--- config.mk ---
export PLATFORM = sky130hd
export DESIGN_NAME = bcd_divn
export DESIGN_NICKNAME = d
export VERILOG_FILES = /design/src/rtl/bcd_divn_pkg.sv /design/src/rtl/bcd_digit_cnt.sv /design/src/rtl/bcd_ratio_ctl.sv /design/src/rtl/bcd_divn.sv
export SDC_FILE = /design/constraint.sdc
export NUM_CORES = 1
export LEC_CHECK = 0
export BUFFER_PORTS_ARGS = -buffer_cell sky130_fd_sc_hd__buf_2
export CAP_MARGIN = 20
export CORE_ASPECT_RATIO = 1.2
export CORE_MARGIN = 3
export CORE_UTILIZATION = 53
export DETAILED_ROUTE_END_ITERATION = 12
export PLACE_DENSITY = 0.71
export SYNTH_ARGS = -nofsm -noshare
export SYNTH_HDL_FRONTEND = slang
export SYNTH_SLANG_ARGS = --single-unit
--- constraint.sdc ---
create_clock -name clk_i -period 3.4 [get_ports clk_i]
set_input_delay 0.34 -clock clk_i [delete_from_list [all_inputs] [get_ports clk_i]]
set_output_delay 0.34 -clock clk_i [all_outputs]
set_load 0.02 [all_outputs]
--- src/rtl/bcd_divn_pkg.sv ---
package bcd_divn_pkg;
    typedef logic [3:0] bcd_digit_t;
    localparam bcd_digit_t DIGIT_MAX = 4'd9;

    typedef struct packed {
        bcd_digit_t val;
    } digit_state_t;
endpackage

--- src/rtl/bcd_digit_cnt.sv ---
module bcd_digit_cnt
    import bcd_divn_pkg::*;
(
    input  logic       clk_i,
    input  logic       rst_i,
    input  logic       load_i,
    input  bcd_digit_t load_val_i,
    input  logic       dec_i,
    output bcd_digit_t val_o
);
    digit_state_t st_d, st_q;

    always_comb begin
        st_d = st_q;
        if (load_i) begin
            st_d.val = load_val_i;
        end else if (dec_i) begin
            if (st_q.val == 4'd0) st_d.val = DIGIT_MAX;
            else                  st_d.val = st_q.val - 4'd1;
        end
    end

    always_ff @(posedge clk_i) begin
        if (rst_i) st_q <= '0;
        else       st_q <= st_d;
    end

    assign val_o = st_q.val;

    // Every counting digit stays within the decimal range.
    assert_digit_range_R2: assert property (@(posedge clk_i) disable iff (rst_i)
        st_q.val <= DIGIT_MAX);
endmodule

--- src/rtl/bcd_ratio_ctl.sv ---
module bcd_ratio_ctl
    import bcd_divn_pkg::*;
#(
    parameter int DIGITS   = 4,
    parameter int TOP_BITS = 2,
    localparam int RAW_W   = TOP_BITS + 4 * (DIGITS - 1),
    localparam int CNT_W   = 4 * DIGITS
) (
    input  logic             clk_i,
    input  logic             rst_i,
    input  logic             reload_i,
    input  logic             pol_n_i,
    input  logic [RAW_W-1:0] ratio_i,
    output logic [CNT_W-1:0] load_o,
    output logic [CNT_W-1:0] half_o
);
    typedef struct packed {
        logic [CNT_W-1:0] ratio;
        logic [CNT_W-1:0] half;
    } ctl_state_t;

    ctl_state_t st_d, st_q;

    function automatic logic [CNT_W-1:0] bcd_minus1(input logic [CNT_W-1:0] x);
        logic [CNT_W-1:0] r;
        logic             brw;
        r   = x;
        brw = 1'b1;
        for (int i = 0; i < DIGITS; i++) begin
            if (brw) begin
                if (x[4*i +: 4] == 4'd0) begin
                    r[4*i +: 4] = DIGIT_MAX;
                end else begin
                    r[4*i +: 4] = x[4*i +: 4] - 4'd1;
                    brw = 1'b0;
                end
            end
        end
        return r;
    endfunction

    function automatic logic [CNT_W-1:0] bcd_halve(input logic [CNT_W-1:0] x);
        logic [CNT_W-1:0] r;
        logic             rem;
        logic [4:0]       v;
        r   = '0;
        rem = 1'b0;
        for (int i = DIGITS - 1; i >= 0; i--) begin
            v = (rem ? 5'd10 : 5'd0) + {1'b0, x[4*i +: 4]};
            r[4*i +: 4] = v[4:1];
            rem = v[0];
        end
        return r;
    endfunction

    logic [RAW_W-1:0] word;
    logic [CNT_W-1:0] cand;
    logic [CNT_W-1:0] eff;
    logic [CNT_W-1:0] eff_m1;
    logic             cand_ok;

    always_comb begin
        word = pol_n_i ? ratio_i : ~ratio_i;
        cand = '0;
        for (int i = 0; i < DIGITS - 1; i++) begin
            cand[4*i +: 4] = word[4*i +: 4];
        end
        cand[CNT_W-1 -: 4] = 4'(word[RAW_W-1 -: TOP_BITS]);

        cand_ok = 1'b1;
        for (int i = 0; i < DIGITS; i++) begin
            if (cand[4*i +: 4] > DIGIT_MAX) cand_ok = 1'b0;
        end

        if (!cand_ok)          eff = st_q.ratio;
        else if (cand == '0)   eff = CNT_W'(1);
        else                   eff = cand;

        eff_m1 = bcd_minus1(eff);

        st_d = st_q;
        if (reload_i) begin
            st_d.ratio = eff;
            st_d.half  = bcd_halve(eff_m1);
        end
    end

    always_ff @(posedge clk_i) begin
        if (rst_i) begin
            st_q.ratio <= CNT_W'(1);
            st_q.half  <= '0;
        end else begin
            st_q <= st_d;
        end
    end

    assign load_o = eff_m1;
    assign half_o = st_q.half;

    // The held ratio only moves at a reload.
    assert_hold_between_reloads_R8: assert property (@(posedge clk_i) disable iff (rst_i)
        !reload_i |=> $stable(st_q.ratio));

    // The held ratio is never zero and never has a non-decimal digit.
    assert_held_ratio_valid_R6: assert property (@(posedge clk_i) disable iff (rst_i)
        (st_q.ratio != '0) && (st_q.ratio[3:0] <= DIGIT_MAX)
        && (st_q.ratio[7:4] <= DIGIT_MAX) && (st_q.ratio[11:8] <= DIGIT_MAX));
endmodule

--- src/rtl/bcd_divn.sv ---
module bcd_divn
    import bcd_divn_pkg::*;
#(
    parameter int DIGITS   = 4,
    parameter int TOP_BITS = 2,
    localparam int RAW_W   = TOP_BITS + 4 * (DIGITS - 1),
    localparam int CNT_W   = 4 * DIGITS
) (
    input  logic             clk_i,
    input  logic             rst_i,
    input  logic             pol_n_i,
    input  logic [RAW_W-1:0] ratio_i,
    output logic             tc_o,
    output logic             div_o
);
    logic [CNT_W-1:0] count_q;
    logic [CNT_W-1:0] load_val;
    logic [CNT_W-1:0] half_q;
    logic [DIGITS-1:0] dec;
    logic             reload;

    assign reload = (count_q == '0);

    bcd_ratio_ctl #(
        .DIGITS  (DIGITS),
        .TOP_BITS(TOP_BITS)
    ) u_ctl (
        .clk_i   (clk_i),
        .rst_i   (rst_i),
        .reload_i(reload),
        .pol_n_i (pol_n_i),
        .ratio_i (ratio_i),
        .load_o  (load_val),
        .half_o  (half_q)
    );

    assign dec[0] = ~reload;

    for (genvar g = 0; g < DIGITS; g++) begin : g_digit
        if (g > 0) begin : g_borrow
            assign dec[g] = dec[g-1] & (count_q[4*(g-1) +: 4] == 4'd0);
        end
        bcd_digit_cnt u_digit (
            .clk_i     (clk_i),
            .rst_i     (rst_i),
            .load_i    (reload),
            .load_val_i(load_val[4*g +: 4]),
            .dec_i     (dec[g]),
            .val_o     (count_q[4*g +: 4])
        );
    end

    assign tc_o  = reload;
    assign div_o = (count_q > half_q);

    // A pulse is followed by a quiet cycle unless the next period is one clock.
    assert_single_pulse_R2: assert property (@(posedge clk_i) disable iff (rst_i)
        (tc_o && (load_val != '0)) |=> !tc_o);

    // The divided clock is low in the terminal cycle.
    assert_div_low_at_tc_R4: assert property (@(posedge clk_i) disable iff (rst_i)
        tc_o |-> !div_o);

    // Leaving reset, the block starts in the terminal state.
    assert_reset_state_R1: assert property (@(posedge clk_i)
        $fell(rst_i) |-> tc_o && !div_o);
endmodule

## Word level (Yosys, flattened, before mapping)

Index checks and enable logic that the tools add are counted.

| storage, ports and cells | value |
|---|---|
| bits in read-only memories | 0 |
| memories | 0 |
| word-level logic and storage cells | 73 |
| bits in writable memories | 0 |
| register bits after elaboration | 47 |
| output and inout bits | 2 |
| latch bits | 0 |

| operators by class | value |
|---|---|
| multiply operators | 0 |
| bitwise gates (word level) | 5 |
| magnitude comparators | 5 |
| multiplexer cells | 33 |
| reductions and logical operators | 13 |
| add/subtract/negate cells | 11 |
| shift operators | 0 |
| eq/ne operators | 0 |
| div/mod/pow operators | 0 |

Operator list:

| cell | count |
|---|---|
| two-way mux 4 bit | 21 |
| zero test 4 bit | 8 |
| subtractor 4 x 1 -> 4 bit (second input constant) | 8 |
| two-way mux 14 bit | 2 |
| greater-than comparator 16 x 15 -> 1 bit | 1 |
| zero test 16 bit | 1 |
| two-way mux 16 bit | 1 |
| adder 5 x 4 -> 5 bit | 3 |
| zero test 14 bit | 1 |
| inverter 14 bit | 1 |
| greater-than comparator 4 bit (second input constant) | 3 |
| two-way mux 1 bit | 9 |
| nonzero test 2 bit | 3 |
| greater-than comparator 2 x 4 -> 1 bit (second input constant) | 1 |
| bitwise AND 1 bit | 3 |
| inverter 1 bit | 1 |

## Depth between registers and ports, before layout

| logic depth | value |
|---|---|
| depth in word-level cells | 19 |
| mapped depth | 14 |
| mapped depth without buffers | 12 |

## Hierarchy

Synthesis repeated with hierarchy kept, for this count alone.

| unflattened totals | value |
|---|---|
| cell total of the unflattened synthesis | 471 |
| area total of the unflattened synthesis | 3,726.1 um2 |

Modules (own cells, without submodules):

| module | cells an instance | area each (um2) | times used |
|---|---|---|---|
| bcd_ratio_ctl | 312 | 2,408.6 | 1 |
| bcd_digit_cnt | 23 | 206.4 | 4 |
| bcd_divn | 67 | 491.7 | 1 |

## Worst setup path after synthesis

OpenSTA, ideal clock, no wires.

| timing | value |
|---|---|
| kind | input port to flip-flop |
| start point | in ratio_i[9] |
| end point | reg u_ctl.st_q (netlist bit u_ctl.half_o[10]) |
| arrival time | 3.019 ns |
| path slack | 0.296 ns |
| required time | 3.314 ns |
| library setup time | 0.086 ns |
| cell stages on the path | 12 |
| cell sequence | buf_4 -> a21oi_2 -> or4_1 -> mux2_4 -> o22a_1 -> or4b_4 -> mux2i_1 -> ha_1 -> ha_1 -> xor2_1 -> nor2_1 -> a211oi_1 |

| on the way | value |
|---|---|
| cells in the longest elaborated chain, start to end | 13 |

RTL lines:

| element | RTL line | text |
|---|---|---|
| from (decl) | bcd_divn.sv:12 | `input logic [RAW_W-1:0] ratio_i,` |
| inverter 14 bit | bcd_ratio_ctl.sv:63 | `word = pol_n_i ? ratio_i : ~ratio_i;` |
| two-way mux 14 bit * | bcd_ratio_ctl.sv:63 |  |
| greater-than comparator 4 bit | bcd_ratio_ctl.sv:72 | `if (cand[4*i +: 4] > DIGIT_MAX) cand_ok = 1'b0;` |
| two-way mux 1 bit (2 in series) | bcd_ratio_ctl.sv:72 |  |
| two-way mux 16 bit * | bcd_ratio_ctl.sv:75 | `if (!cand_ok) eff = st_q.ratio;` |
| branches (longest 6 deep; another with subtractor 4 x 1 -> 4 bit) | - |  |
| adder 5 x 4 -> 5 bit * | bcd_ratio_ctl.sv:49 | `v = (rem ? 5'd10 : 5'd0) + {1'b0, x[4*i +: 4]};` |
| to (signal assigned) | bcd_ratio_ctl.sv:93 | `st_q <= st_d;` |
| to (decl) | bcd_ratio_ctl.sv:22 | `ctl_state_t st_d, st_q;` |

Every way passes the cells marked *.
A chain may end at the register's enable or synchronous reset.

## Worst setup path in the final report

Ends and elaborated chain as after synthesis.

==> flow_metrics.tcl <==
set metrics [dict create \
    mostFrequentLayoutCells "nand2_1 (52), dfxtp_1 (47), nor2_1 (37), a21oi_1 (36), o21ai_0 (26)" \
    yosys.area_share.adder 0.0828 \
    path_class "primary input to flop" \
    portBuffers 18 \
    rows 32 \
    stdcell_area_mm2 0.00392 \
    synth_compound_gate_area_share 0.250 \
    synth_mux_area_frac 0.0469 \
    cp_slowest_cell "or4b_4" \
    nets 520 \
    antenna_found_initial 0 \
    dieArea_mm2 0.00787 \
    track_usage 0.232 \
    path_common_cell "ha_1" \
    cp_top_family "simple AND/OR/NAND/NOR gates" \
    path_clk_slew_ns 0.09 \
    cp-end-kind "flop" \
    synth_top_family_by_area "simple AND/OR/NAND/NOR gates" \
    vias_per_cell 5.96 \
    final-seq-area_um2 941 \
    wl_per_cell_um 15.0 \
    die_x_um 81.5 \
    yosys.area_share.simple 0.263 \
    postCtsSetupRepairBufs 0 \
    powerDensity_mw_per_mm2 736 \
    rsz0062_at_grt "false" \
    drt_iter0_markers 233 \
    max_freq_mhz 331 \
    grt_pass1_wl_mm 14.6 \
    cp.required_ns 3.62 \
    synth.top_cells.by_area "dfxtp_1 (26%), ha_1 (8.3%), nand2_1 (5.4%), a21oi_1 (5.0%), nor2_1 (3.8%)" \
    yosysTopAreaCellShare 0.260 \
    setup_tns_ns 0 \
    dp_hpwl_mm 6.68 \
    rrSetupSlack_ns 0.57 \
    clk_root_buffer_cell "clkbuf_8" \
    insertedDiodeCount 0 \
    dr.pass1.iters 5 \
    cts_max_level 2 \
    p_leak_nw 1.55 \
    setup_viol 0 \
    period_share 0.890 \
    critPathCapture "u_ctl.half_o[10]$_SDFFE_PP0P_" \
    slew_headroom 0.633 \
    syn-num-nets 503 \
    ys_seq_area_frac 0.260 \
    cts_inserted_buffers 5 \
    clock_skew_ns 0.00637 \
    maxSlewViolCount 0 \
    io_pins 19 \
    start_util 0.555 \
    avgSynthCellArea_um2 7.85 \
    ctsHoldBuffers 0 \
    routabilityCongestion 0.882 \
    finalHoldWorstSlack_ns 0.395 \
    cts_tree "built" \
    fillers 624 \
    ff2ff_path_depth 8 \
    critPathLaunchType "primary input" \
    synth_ff_type "dfxtp_1" \
    cp.arrival_ns 3.24 \
    cts_resized 0 \
    vias 3367 \
    max_stage_delay_ns 0.58 \
    synth_edf_count 0 \
    tightest_slew_ns 0.545 \
    grt_pass1_vias 3138 \
    crit_fanout 8 \
    ys_seq_elements 47 \
    fp.dieH_um 96.6 \
    clock-sinks 47 \
    placed_cell_area_mm2 0.00383 \
    timing.rr.start "g_digit[0].u_digit.val_o[0]$_SDFF_PP0_" \
    r2r_end "u_ctl.st_q[22]$_SDFFE_PP0P_" \
    core-area_mm2 0.00653 \
    ys_types 73 \
    drt_drc_violations_left 0 \
    startpoint "ratio_i[9]" \
    cts_buffer_depth 2 \
    syn_area_mm2 0.00362 \
    syn-instance-count 462 \
    yosysTopAreaCell "dfxtp_1" \
    layout_commonest_cell "nand2_1" \
    antenna_left 0 \
    finalWirelength_mm 8.48 \
    synthXorXnorAreaFrac 0.0435 \
    overflow 0 \
    hold_viol_final 0 \
    hold_path_class "primary input to flop" \
    synthArstFlopShare 0 \
    cp_num_cells 12 \
    clk_latency_ns 0.30 \
    grt_start_max_net_pins 44 \
    yosysWarnings 0 \
    path_cells "buf_2, a21oi_2, or4_1, mux2_4, o22a_1, or4b_4, mux2i_1, ha_1, ha_1, xor2_1, nor2_1, a211oi_1" \
    peakVddDrop_v 0.000444 \
    multi_input_area_mm2 0.00249 \
    post-route-min-period_ns 3.03 \
    outcome "finished, final reports clean" \
    worst-path-buf-inv 1 \
    area_delta_synth_final_pct 8.15 \
    cap_violations 0 \
    drive_above_1_share 0.146 \
]
-- layer usage --
layer	global-route usage	wire, um	vias up
li1	-	-	1742
met4	0.0563	117	0
met3	0.0288	290	10
met1	0.302	3970	1543
met2	0.402	4100	72
met5	0	0	-
-- sequential cells by signal (all words and copies together) (netlist names) --
| register | count |
|---|---|
| u_ctl.half_o | 15 |
| u_ctl.st_q | 16 |
| g_digit.u_digit.val_o | 16 |
-- power breakdown --
group          switching, mW  internal [mW]
logic                   1.00          0.732
registers              0.117          0.692
clock network          0.195          0.144
total                   1.32           1.57
-- stage by stage --
stage | utilization | instances | setup slack, ns | power [mW]
2_1_floorplan | - | 462 | 0.296 | 2.13
3_3_place_gp | 0.588 | 557 | 0.143 | 2.53
3_5_place_dp | 0.588 | 557 | 0.0675 | 2.56
4_1_cts | 0.601 | 565 | 0.379 | 2.90
5_1_grt | 0.601 | 565 | 0.157 | 3.18
6_report | 0.601 | 565 | 0.375 | 2.88
-- tightest hold or removal path: cells and delay by family --
| family | cells | cell delay, ns |
|---|---|---|
| buffers and inverters | 1 | 0.11 |
| AO/OA/AOI/OAI | 1 | 0.05 |
| XOR/XNOR | 1 | 0.09 |
| AND/OR/NAND/NOR | 1 | 0.07 |
-- cell type report --
cell class	count	share of cell area
clock buffer	6	0.0185
clock inverter	2	0.00319
inverter	20	0.0192
multi-input combinational	371	0.635
sequential	47	0.240
tap	85	0.0271
timing repair buffer	34	0.0568
-- logic make-up after synthesis --
kind of cell / count (synthesis)
flip-flops: 47
buffers and inverters: 44
multiplexers: 16
XOR/XNOR: 18
AO/OA/AOI/OAI: 132
AND/OR/NAND/NOR: 181
adder cells (fa/ha/maj): 24
-- Yosys cell counts (5+ instances only) --
| cell | n |
|---|---|
| o21ai_0 | 26 |
| nand2_1 | 52 |
| or2_2 | 6 |
| nand4_1 | 10 |
| a31oi_1 | 5 |
| and3_1 | 7 |
| a21oi_1 | 36 |
| xnor2_1 | 10 |
| nor4_1 | 5 |
| or4_1 | 7 |
| xor2_1 | 8 |
| nor3_1 | 16 |
| ha_1 | 24 |
| inv_1 | 19 |
| mux2i_1 | 11 |
| nand3_1 | 7 |
| o21a_1 | 12 |
| dfxtp_1 | 47 |
| clkbuf_1 | 11 |
| nand2b_1 | 5 |
| a21o_1 | 5 |
| buf_2 | 7 |
| o211ai_1 | 7 |
| nor2_1 | 37 |
-- how the worst min path moves through the flow --
stage	depth (start not counted)	end	startpoint	slack [ns]
3_5_place_dp	2	u_ctl.half_o[13]$_SDFFE_PP0P_	u_ctl.half_o[13]$_SDFFE_PP0P_	0.44
2_1_floorplan	2	u_ctl.half_o[13]$_SDFFE_PP0P_	u_ctl.half_o[13]$_SDFFE_PP0P_	0.42
3_3_place_gp	2	u_ctl.half_o[13]$_SDFFE_PP0P_	u_ctl.half_o[13]$_SDFFE_PP0P_	0.43
6_report	4	u_ctl.st_q[28]$_SDFFE_PP0P_	ratio_i[12]	0.39
4_1_cts	4	u_ctl.st_q[28]$_SDFFE_PP0P_	ratio_i[12]	0.39
5_1_grt	4	u_ctl.st_q[28]$_SDFFE_PP0P_	ratio_i[12]	0.44
Power figures use the tool's default switching activity.
